`src/rtl/cmp_mag_pkg.sv`:
```
package cmp_mag_pkg;
    localparam int REL_LT  = 0;
    localparam int REL_LTE = 1;
    localparam int REL_GT  = 2;
    localparam int REL_GTE = 3;

    function automatic bit rel_valid(int rel);
        return (rel >= REL_LT) && (rel <= REL_GTE);
    endfunction

    // true for the relations that also accept equal operands
    function automatic bit rel_inclusive(int rel);
        return (rel == REL_LTE) || (rel == REL_GTE);
    endfunction

    // true when the relation favours the first operand being larger
    function automatic bit rel_a_side(int rel);
        return (rel == REL_GT) || (rel == REL_GTE);
    endfunction
endpackage

```
`src/rtl/cmp_mag_zext.sv`:
```
module cmp_mag_zext #(
    parameter int IN_W  = 4,
    parameter int OUT_W = 8
) (
    input  logic [IN_W-1:0]  d,
    output logic [OUT_W-1:0] q
);
    for (genvar i = 0; i < OUT_W; i++) begin : g_bit
        if (i < IN_W) begin : g_pass
            assign q[i] = d[i];
        end else begin : g_zero
            assign q[i] = 1'b0;
        end
    end
endmodule

```
`src/rtl/cmp_mag_chain.sv`:
```
module cmp_mag_chain #(
    parameter int W      = 8,
    parameter bit A_SIDE = 1'b0
) (
    input  logic [W-1:0] opa,
    input  logic [W-1:0] opb,
    output logic [W-1:0] term,
    output logic         same_all
);
    // same_above[k] is high while every bit at position >= k matches
    logic [W:0] same_above;
    assign same_above[W] = 1'b1;

    for (genvar i = W - 1; i >= 0; i--) begin : g_pos
        logic wins_here;
        if (A_SIDE) begin : g_agt
            assign wins_here = opa[i] & ~opb[i];
        end else begin : g_blt
            assign wins_here = ~opa[i] & opb[i];
        end
        assign term[i]       = wins_here & same_above[i+1];
        assign same_above[i] = same_above[i+1] & ~(opa[i] ^ opb[i]);
    end

    assign same_all = same_above[0];
endmodule

```
`src/rtl/cmp_mag_orred.sv`:
```
module cmp_mag_orred #(
    parameter int N = 8
) (
    input  logic [N-1:0] din,
    output logic         any
);
    assign any = |din;
endmodule

```
`src/rtl/cmp_mag_top.sv`:
```
module cmp_mag_top
    import cmp_mag_pkg::*;
#(
    parameter int A_W = 8,
    parameter int B_W = 8,
    parameter int REL = REL_LT
) (
    input  logic [A_W-1:0] a,
    input  logic [B_W-1:0] b,
    output logic           hit
);
    localparam int  CW     = (A_W > B_W) ? A_W : B_W;
    localparam bit  INCL   = rel_inclusive(REL);
    localparam bit  A_SIDE = rel_a_side(REL);
    localparam int  RED_N  = CW + (INCL ? 1 : 0);

    if (!rel_valid(REL)) begin : g_bad_rel
        $error("cmp_mag_top: relation code %0d is not supported", REL);
    end
    if (A_W < 1 || B_W < 1) begin : g_bad_w
        $error("cmp_mag_top: operand widths must be at least 1");
    end

    logic [CW-1:0]    ax, bx, term;
    logic             same_all;
    logic [RED_N-1:0] red_in;

    cmp_mag_zext #(.IN_W(A_W), .OUT_W(CW)) u_zext_a (.d(a), .q(ax));
    cmp_mag_zext #(.IN_W(B_W), .OUT_W(CW)) u_zext_b (.d(b), .q(bx));

    cmp_mag_chain #(.W(CW), .A_SIDE(A_SIDE)) u_chain (
        .opa      (ax),
        .opb      (bx),
        .term     (term),
        .same_all (same_all)
    );

    if (INCL) begin : g_incl
        assign red_in = {same_all, term};
    end else begin : g_strict
        assign red_in = term;
    end

    cmp_mag_orred #(.N(RED_N)) u_red (.din(red_in), .any(hit));

    always_comb begin

        eq_detect_chk: assert ((ax != bx) || same_all);

        eq_quiet_chk: assert (!same_all || (term == '0));

        single_term_chk: assert ($onehot0(term));

        incl_eq_hit_chk: assert (!(INCL && same_all) || hit);

        strict_neq_chk: assert (INCL || !hit || (ax != bx));
    end
endmodule

```
`config.mk`:
```
export PLATFORM = sky130hd
export DESIGN_NAME = cmp_mag_top
export DESIGN_NICKNAME = d
export VERILOG_FILES = /design/src/rtl/cmp_mag_pkg.sv /design/src/rtl/cmp_mag_zext.sv /design/src/rtl/cmp_mag_chain.sv /design/src/rtl/cmp_mag_orred.sv /design/src/rtl/cmp_mag_top.sv
export SDC_FILE = /design/constraint.sdc
export NUM_CORES = 1
export LEC_CHECK = 0
export CAP_MARGIN = 20
export CORE_AREA = 2 2 39 41
export DETAILED_ROUTE_END_ITERATION = 6
export DIE_AREA = 0 0 41 43
export PLACE_DENSITY = 0.66
export REMOVE_ABC_BUFFERS = 1
export SYNTH_ARGS = -nofsm -noshare
export SYNTH_HDL_FRONTEND = slang
export SYNTH_HIERARCHICAL = 1
export SYNTH_SLANG_ARGS = --single-unit
```
`constraint.sdc`:
```
create_clock -name vclk -period 2.15
set_input_delay 0.3225 -clock vclk [all_inputs]
set_output_delay 0.3225 -clock vclk [all_outputs]
set_load 0.01 [all_outputs]
```
Yosys cells after proc, flatten, opt, wreduce, memory -nomap -nowiden
Cells that the tools add are included.
- add/sub/neg operators: 0
- order comparisons: 0
- equal/unequal tests: 0
- reductions and logical operators: 1
- shift operators: 0
- $mul: 0
- multiplexer cells: 0
- bitwise gates (word level): 43
- div/mod/pow operators: 0
- operators by type and width (cell ; number):
    $and A1 B1 Y1 ; 21
    $not A1 Y1 ; 15
    $reduce_or A8 Y1 ; 1
    $xor A1 B1 Y1 ; 7
- memories: 0
- latch bits: 0
- output and inout port bits: 1
- memory bits (writable): 0
- input port bits: 16
- word-level logic and storage cells: 44
- bits in registers: 0
- bits in read-only memories: 0

Logic depth before layout (Yosys ltp)
Gate-level depths: netlist of the first run.
- depth after elaboration: 10
- depth in mapped cells: 7

Hierarchy
The synthesis of the first run kept the hierarchy.
- modules (own cells, without submodules) (module ; area each (µm²) ; times used ; cells an instance):
    cmp_mag_chain ; 219.0 ; 1 ; 31
    cmp_mag_zext ; 60.1 ; 2 ; 8
    cmp_mag_orred ; 16.3 ; 1 ; 3

Least setup slack after synthesis of the first run
OpenSTA, ideal clock, no wires.
- path kind: input -> output
- start: input port a[7]
- end: output port hit
- stages on the path: 7
- data arrival time: 1.303 ns
- path slack: 0.524 ns
- cell sequence: buf_4 > inv_1 > ha_1 > nand4_2 > nor2_1 > nor4_1 > nand2_1
- elaborated cells between the ends (all ways): 18
- classes of those cells: 17 x bitwise; 1 x reduce/logical
- RTL lines (what ; RTL line ; source):
    start: declaration ; cmp_mag_top.sv:8 ; input logic [A_W-1:0] a,
    $xor A1 B1 Y1 ; cmp_mag_chain.sv:22 ; assign same_above[i] = same_above[i+1] & ~(opa[i] ^ opb[i]);
    $not A1 Y1 ; cmp_mag_chain.sv:22 ;
    $and A1 B1 Y1 (5 in a row) ; cmp_mag_chain.sv:22 ;
    $and A1 B1 Y1 ; cmp_mag_chain.sv:21 ; assign term[i] = wins_here & same_above[i+1];
    via red_in[1] ; cmp_mag_top.sv:26 ; logic [RED_N-1:0] red_in;
    $reduce_or A8 Y1 ; cmp_mag_orred.sv:7 ; assign any = |din;
    end: declaration ; cmp_mag_top.sv:10 ; output logic hit
The timed path passes the listed nets, and every way through them passes these cells.

Worst setup path after layout of the first run
- start: input port a[7]
- end: output port hit
- elaborated cells between the ends (all ways): 18
- classes of those cells: 17 x bitwise; 1 x reduce/logical
- RTL lines (what ; RTL line):
    $xor A1 B1 Y1 ; cmp_mag_chain.sv:22
    $not A1 Y1 ; cmp_mag_chain.sv:22
    $and A1 B1 Y1 (2 in a row) ; cmp_mag_chain.sv:22
    $and A1 B1 Y1 ; cmp_mag_chain.sv:21
    via red_in[4] ; cmp_mag_top.sv:26
    $reduce_or A8 Y1 ; cmp_mag_orred.sv:7
The timed path passes the listed nets, and every way through them passes these cells.

==> results of run 1 <==
[where the power goes]
part | internal (mW) | switching [mW]
sequential | 0 | 0
clock | 0 | 0
combinational | 0.0443 | 0.0236
[per-stage QoR]
step	worst slack [ps]	util	cell area, µm²
floorplan	617	-	218
global placement	-318	0.295	408
detailed placement	-332	0.295	408
CTS	63.4	0.314	434
global route	6.87	0.314	434
finish	67.8	0.314	434
[worst max-delay path, cell delays in order]
cell and delay (ps):
clkdlybuf4s50_1 450, inv_1 60, ha_4 250, and4_2 220, nor4_2 250, nand2_1 70, buf_2 140
[how the worst min path moves through the flow]
stage,startpoint,to,slack [ps],depth (start not counted)
5_1_grt,b[7],hit,1510,5
4_1_cts,a[7],hit,1470,6
3_5_place_dp,a[7],hit,1850,6
3_3_place_gp,a[7],hit,1850,6
6_report,a[7],hit,1470,6
2_1_floorplan,b[7],hit,890,3
[metal layers]
metal / vias up / track usage / wire length (µm) / part of all wire
met4: 0 / 0 / 0 / 0
met3: 0 / 0 / 36 / 0.080
met5: - / 0 / 0 / 0
li1: 137 / - / - / -
met2: 7 / 0.125 / 237 / 0.53
met1: 105 / 0.0601 / 176 / 0.39
[cell usage in the layout (no fill, tap or decap), drive strengths merged]
cell type / n
and2: 1
and3: 1
and4: 1
buf: 1
clkdlybuf4s50: 16
ha: 8
inv: 9
nand2: 2
nand3: 1
nand4: 2
nor2: 4
nor4: 2
[layout make-up]
class / instances / area (µm²) / area share
Inverter: 9 / 33.8 / 0.0778
Tap cell: 16 / 20.0 / 0.0461
Timing Repair Buffer: 17 / 165 / 0.380
Multi-Input combinational cell: 22 / 215 / 0.496
[what timing repair did]
item                       CTS  global route
setup endpoints to repair    1             0
resized for setup            7             0
setup buffers                0             0
==> results by group, run 1 <==
Layout
  • Fin cells: 64
  • Layout net count: 74
  • Clock buffers: 0
  • N_diodes: 0
  • Layout fillers: between 150 and 200
  • Area Growth Syn to Fin: 25.7%
  • Seq. cell area: 0 µm²
  • Seq_cells: 0
  • Share of layout cells above drive strength 1: 0.167

Critical path
  • Worst EP required: about 1800 ps
  • Critical Path Sink: hit
  • Worst setup EP type: output pin
  • Worst Setup SP: a[7]
  • CP startpoint kind: primary input
  • Worst Path Max Fanout: 4
  • CP Class: in -> out
  • Worst endpoint data arrival time: ~1800 ps

Floorplanning
  • Row cnt: 14
  • Die Area: ~1800 µm²
  • Die height: 43 µm
  • Initial Utilization: 0.250
  • Core area: around 1400 µm²
  • I/O Pins: 17
  • Die Width: slightly above 40 µm

Placement
  • Port bufs: 17
  • Dpl hpwl: 412 µm
  • Placed cell count: between 60 and 70
  • Final GP Congestion: roughly 0.55

Routing
  • Post-DRT Antenna Nets: 0
  • Final WL: ~450 µm
  • Residual DRC: 0
  • Routed length per instance: around 7 µm
  • Via Count: 249
  • DR vias/cell: 3.89
  • DRT iter0 DRCs: 2
  • DR pass1 iterations: 2

STA
  • Slew Limit Fails: 0
  • RSZ-0062 raised after global routing: no
  • Max-slew headroom: 0.853
  • Fin crit period: ~2100 ps
  • Final setup viols: 0
  • Worst-margin pin slew: 218 ps
  • Final hold violation count: 0
  • FMAX: around 0.48 GHz
  • Total negative slack: 0 ps
  • Hold WS: between 1000 and 1500 ps
  • Crit share post-route: 0.968

Run status
  • Status: completed

Power
  • Leakage power: slightly above 0.2 nW
  • Design Power: ~68 µW
  • Pwr dens: around 160 nW/µm²
  • Worst ir drop on vdd: 0.0000295 V

GRT
  • Largest net degree at the start of global routing: 5
  • GRT overflow: 0
  • First-pass GRT wire length: approximately 800 µm
  • Initial antenna violation count: 0
  • Vias in the first global route: approximately 250
  • Tot GR Track Use: 0.0589

Synth
  • Mean post-synth cell area: ~7.2 µm²
  • Synthesized cell area: approximately 350 µm²
  • Synth warnings: 6
  • Syn Inst Count: 48

Min path
  • Worst min path class: in -> out

Job
  • Max-cap violation count: 0

Clock network
  • Post-CTS Hold Fix Bufs: 0
No activity file was read; power rests on OpenSTA's default activity.
==> run 2, diff against run 1 <==
--- a/config.mk
+++ b/config.mk
@@ -9,7 +9,7 @@
 export CORE_AREA = 2 2 39 41
 export DETAILED_ROUTE_END_ITERATION = 6
 export DIE_AREA = 0 0 41 43
-export PLACE_DENSITY = 0.66
+export PLACE_DENSITY = 0.68
 export REMOVE_ABC_BUFFERS = 1
 export SYNTH_ARGS = -nofsm -noshare
 export SYNTH_HDL_FRONTEND = slang
==> run 2 against run 1 <==
Sequential cell count unchanged. Clock-buffer cell count unchanged. Die area is the same. Utilization increased by 6.2 points. First-iteration DRC count is 50% lower. Combinational power up 34%. Via count grew 3.6%. Setup slack improved by 51 ps. Final area up 20%. Total power up 34%. Maximum frequency is 2.5% higher. Worst hold slack got worse by 330 ps.
==> results by group, run 2 (synthesis results as in run 1) <==
Critical path
  • CP Class: in -> out
  • Worst endpoint data arrival time: 1710 ps (-50 ps)
  • Crit-path cells: clkdlybuf4s50_1 > inv_1 > ha_4 > and3_4 > nor4_4 > nand2_1 > buf_2
  • Worst Path Max Fanout: 3 (-1)
  • CP startpoint kind: primary input
  • Worst setup EP type: output pin
  • Worst EP required: 1830 ps (about the same)
  • Crit-path slowest cell: clkdlybuf4s50_1
  • Crit-path max cell delay: 450 ps (about the same)

Min path
  • Hold path cells: 5 (-1)
  • Hold Path Sink: hit
  • Worst min path class: in -> out
  • Hold path startpoint: b[7]

Routing
  • DRT iter0 DRCs: 1 (-1)
  • DR pass1 iterations: 2 (unchanged)
  • Final WL: 629 µm (+40%)
  • Routed length per instance: 9.83 µm (+40%)
  • Via Count: 258 (+3.6%)
  • Post-DRT Antenna Nets: 0 (unchanged)
  • DR vias/cell: 4.03 (+3.6%)
  • Residual DRC: 0 (unchanged)

Layout
  • Share of layout cells above drive strength 1: 0.313 (+0.146)
  • Final core area utilization: 0.376 (+0.0624)
  • Layout fillers: 141 (-11%)
  • N_diodes: 0 (unchanged)
  • Most frequent cells in the layout: clkdlybuf4s50_1, inv_1, ha_4, nor2_1
  • Area Growth Syn to Fin: 50.7%
  • Layout net count: 74 (unchanged)
  • Commonest non-fill, non-tap cell in the layout: clkdlybuf4s50_1
  • Clock buffers: 0 (unchanged)
  • Seq. cell area: 0 µm² (unchanged)
  • Area of the multi-input gates: 297 µm² (+38%)
  • Seq_cells: 0 (unchanged)

Run status
  • Status: completed

Placement
  • Port bufs: 17 (unchanged)
  • Dpl hpwl: 446 µm (+8.4%)
  • DP Worst Slack: -355 ps (-22.7 ps)
  • Final GP Congestion: 0.528 (-4.0%)

GRT
  • Initial antenna violation count: 0 (unchanged)
  • GR peak layer: met2
  • Vias in the first global route: 231 (-6.1%)
  • First-pass GRT wire length: 917 µm (+16%)
  • Met2 GRT Util: 0.144 (+0.0187)
  • GR Util met1: 0.0791 (+0.0190)
  • Tot GR Track Use: 0.0709 (+0.0120)
  • M3 GR Usage: 0 (unchanged)
  • Largest net degree at the start of global routing: 5 (unchanged)
  • GRT overflow: 0 (unchanged)

Power
  • Leakage power: 0.228 nW (+10%)
  • Worst ir drop on vdd: 0.0000408 V (+39%)
  • Design Power: 90.7 µW (+34%)
  • Pwr dens: 174 nW/µm² (+11%)

STA
  • Fin crit period: 2030 ps (-50.7 ps)
  • Max-slew headroom: 0.851 (-0.00269)
  • Crit share post-route: 0.945 (-0.0236)
  • Final WS setup: 119 ps (+50.7 ps)
  • RSZ-0062 raised after global routing: no
  • Final hold violation count: 0 (unchanged)
  • Worst-margin pin slew: 222 ps (+4.19 ps)
  • Slew Limit Fails: 0 (unchanged)
  • Total negative slack: 0 ps (unchanged)
  • Hold WS: 1130 ps (-331 ps)
  • Final setup viols: 0 (unchanged)
  • FMAX: 0.492 GHz (+2.5%)

Floorplanning
  • Die Width: 41 µm (unchanged)
  • Die Area: 1760 µm² (unchanged)
  • Row cnt: 14 (unchanged)
  • I/O Pins: 17 (unchanged)
  • Core area: 1380 µm² (unchanged)
  • Initial Utilization: 0.250 (unchanged)
  • Die height: 43 µm (unchanged)

Job
  • Max-cap violation count: 0 (unchanged)

Clock network
  • Postcts setup bufs: 0 (unchanged)
## run 2: changes by cell type in the layout (fill, tap and decap cells not counted), sizes merged
cell	previous run	this run
dlymetal6s2s	0	2
clkdlybuf4s50	16	14
## run 2: what timing repair did
| item | in CTS | in global routing |
|---|---|---|
| setup endpoints to repair | 1 | 1 |
| endpoints found under the hold margin | 0 | 0 |
| resized for setup | 7 | 13 |
| hold buffers | 0 | 0 |
| pin swaps | 1 | 5 |
## run 2: metal layers
layer	vias up	wire length [µm]
li1	137	-
met1	113	187
met2	8	382
met3	0	59
met4	0	0
met5	-	0
## run 2: power breakdown
group / switching [mW] / internal, mW
sequential: 0 / 0
clock: 0 / 0
combinational: 0.0338 / 0.0569
total: 0.0338 / 0.0569
## run 2: worst max path at each step
| stage | start | slack, ps | end |
|---|---|---|---|
| 2_1_floorplan | a[7] | 620 | hit |
| 3_3_place_gp | a[7] | -300 | hit |
| 3_5_place_dp | a[7] | -350 | hit |
| 4_1_cts | a[5] | 30 | hit |
| 5_1_grt | a[5] | 8 | hit |
| 6_report | a[6] | 120 | hit |
## run 2: cell type report
class / count / area share
inverter: 9 / 0.0649
multi-input combinational: 22 / 0.570
tap: 16 / 0.0385
timing repair buffer: 17 / 0.327
## run 2: through the flow
step | instances | instance area (µm²)
2_1_floorplan | 31 | 218
3_3_place_gp | 64 | 408
3_5_place_dp | 64 | 408
4_1_cts | 64 | 434
5_1_grt | 64 | 520
6_report | 64 | 520
## run 2: critical path, delay by kind of cell
family                     cells  cell delay (ps)
adders and majority gates      1              250
buffers and inverters          3              650
and+or+nand+nor                3              490
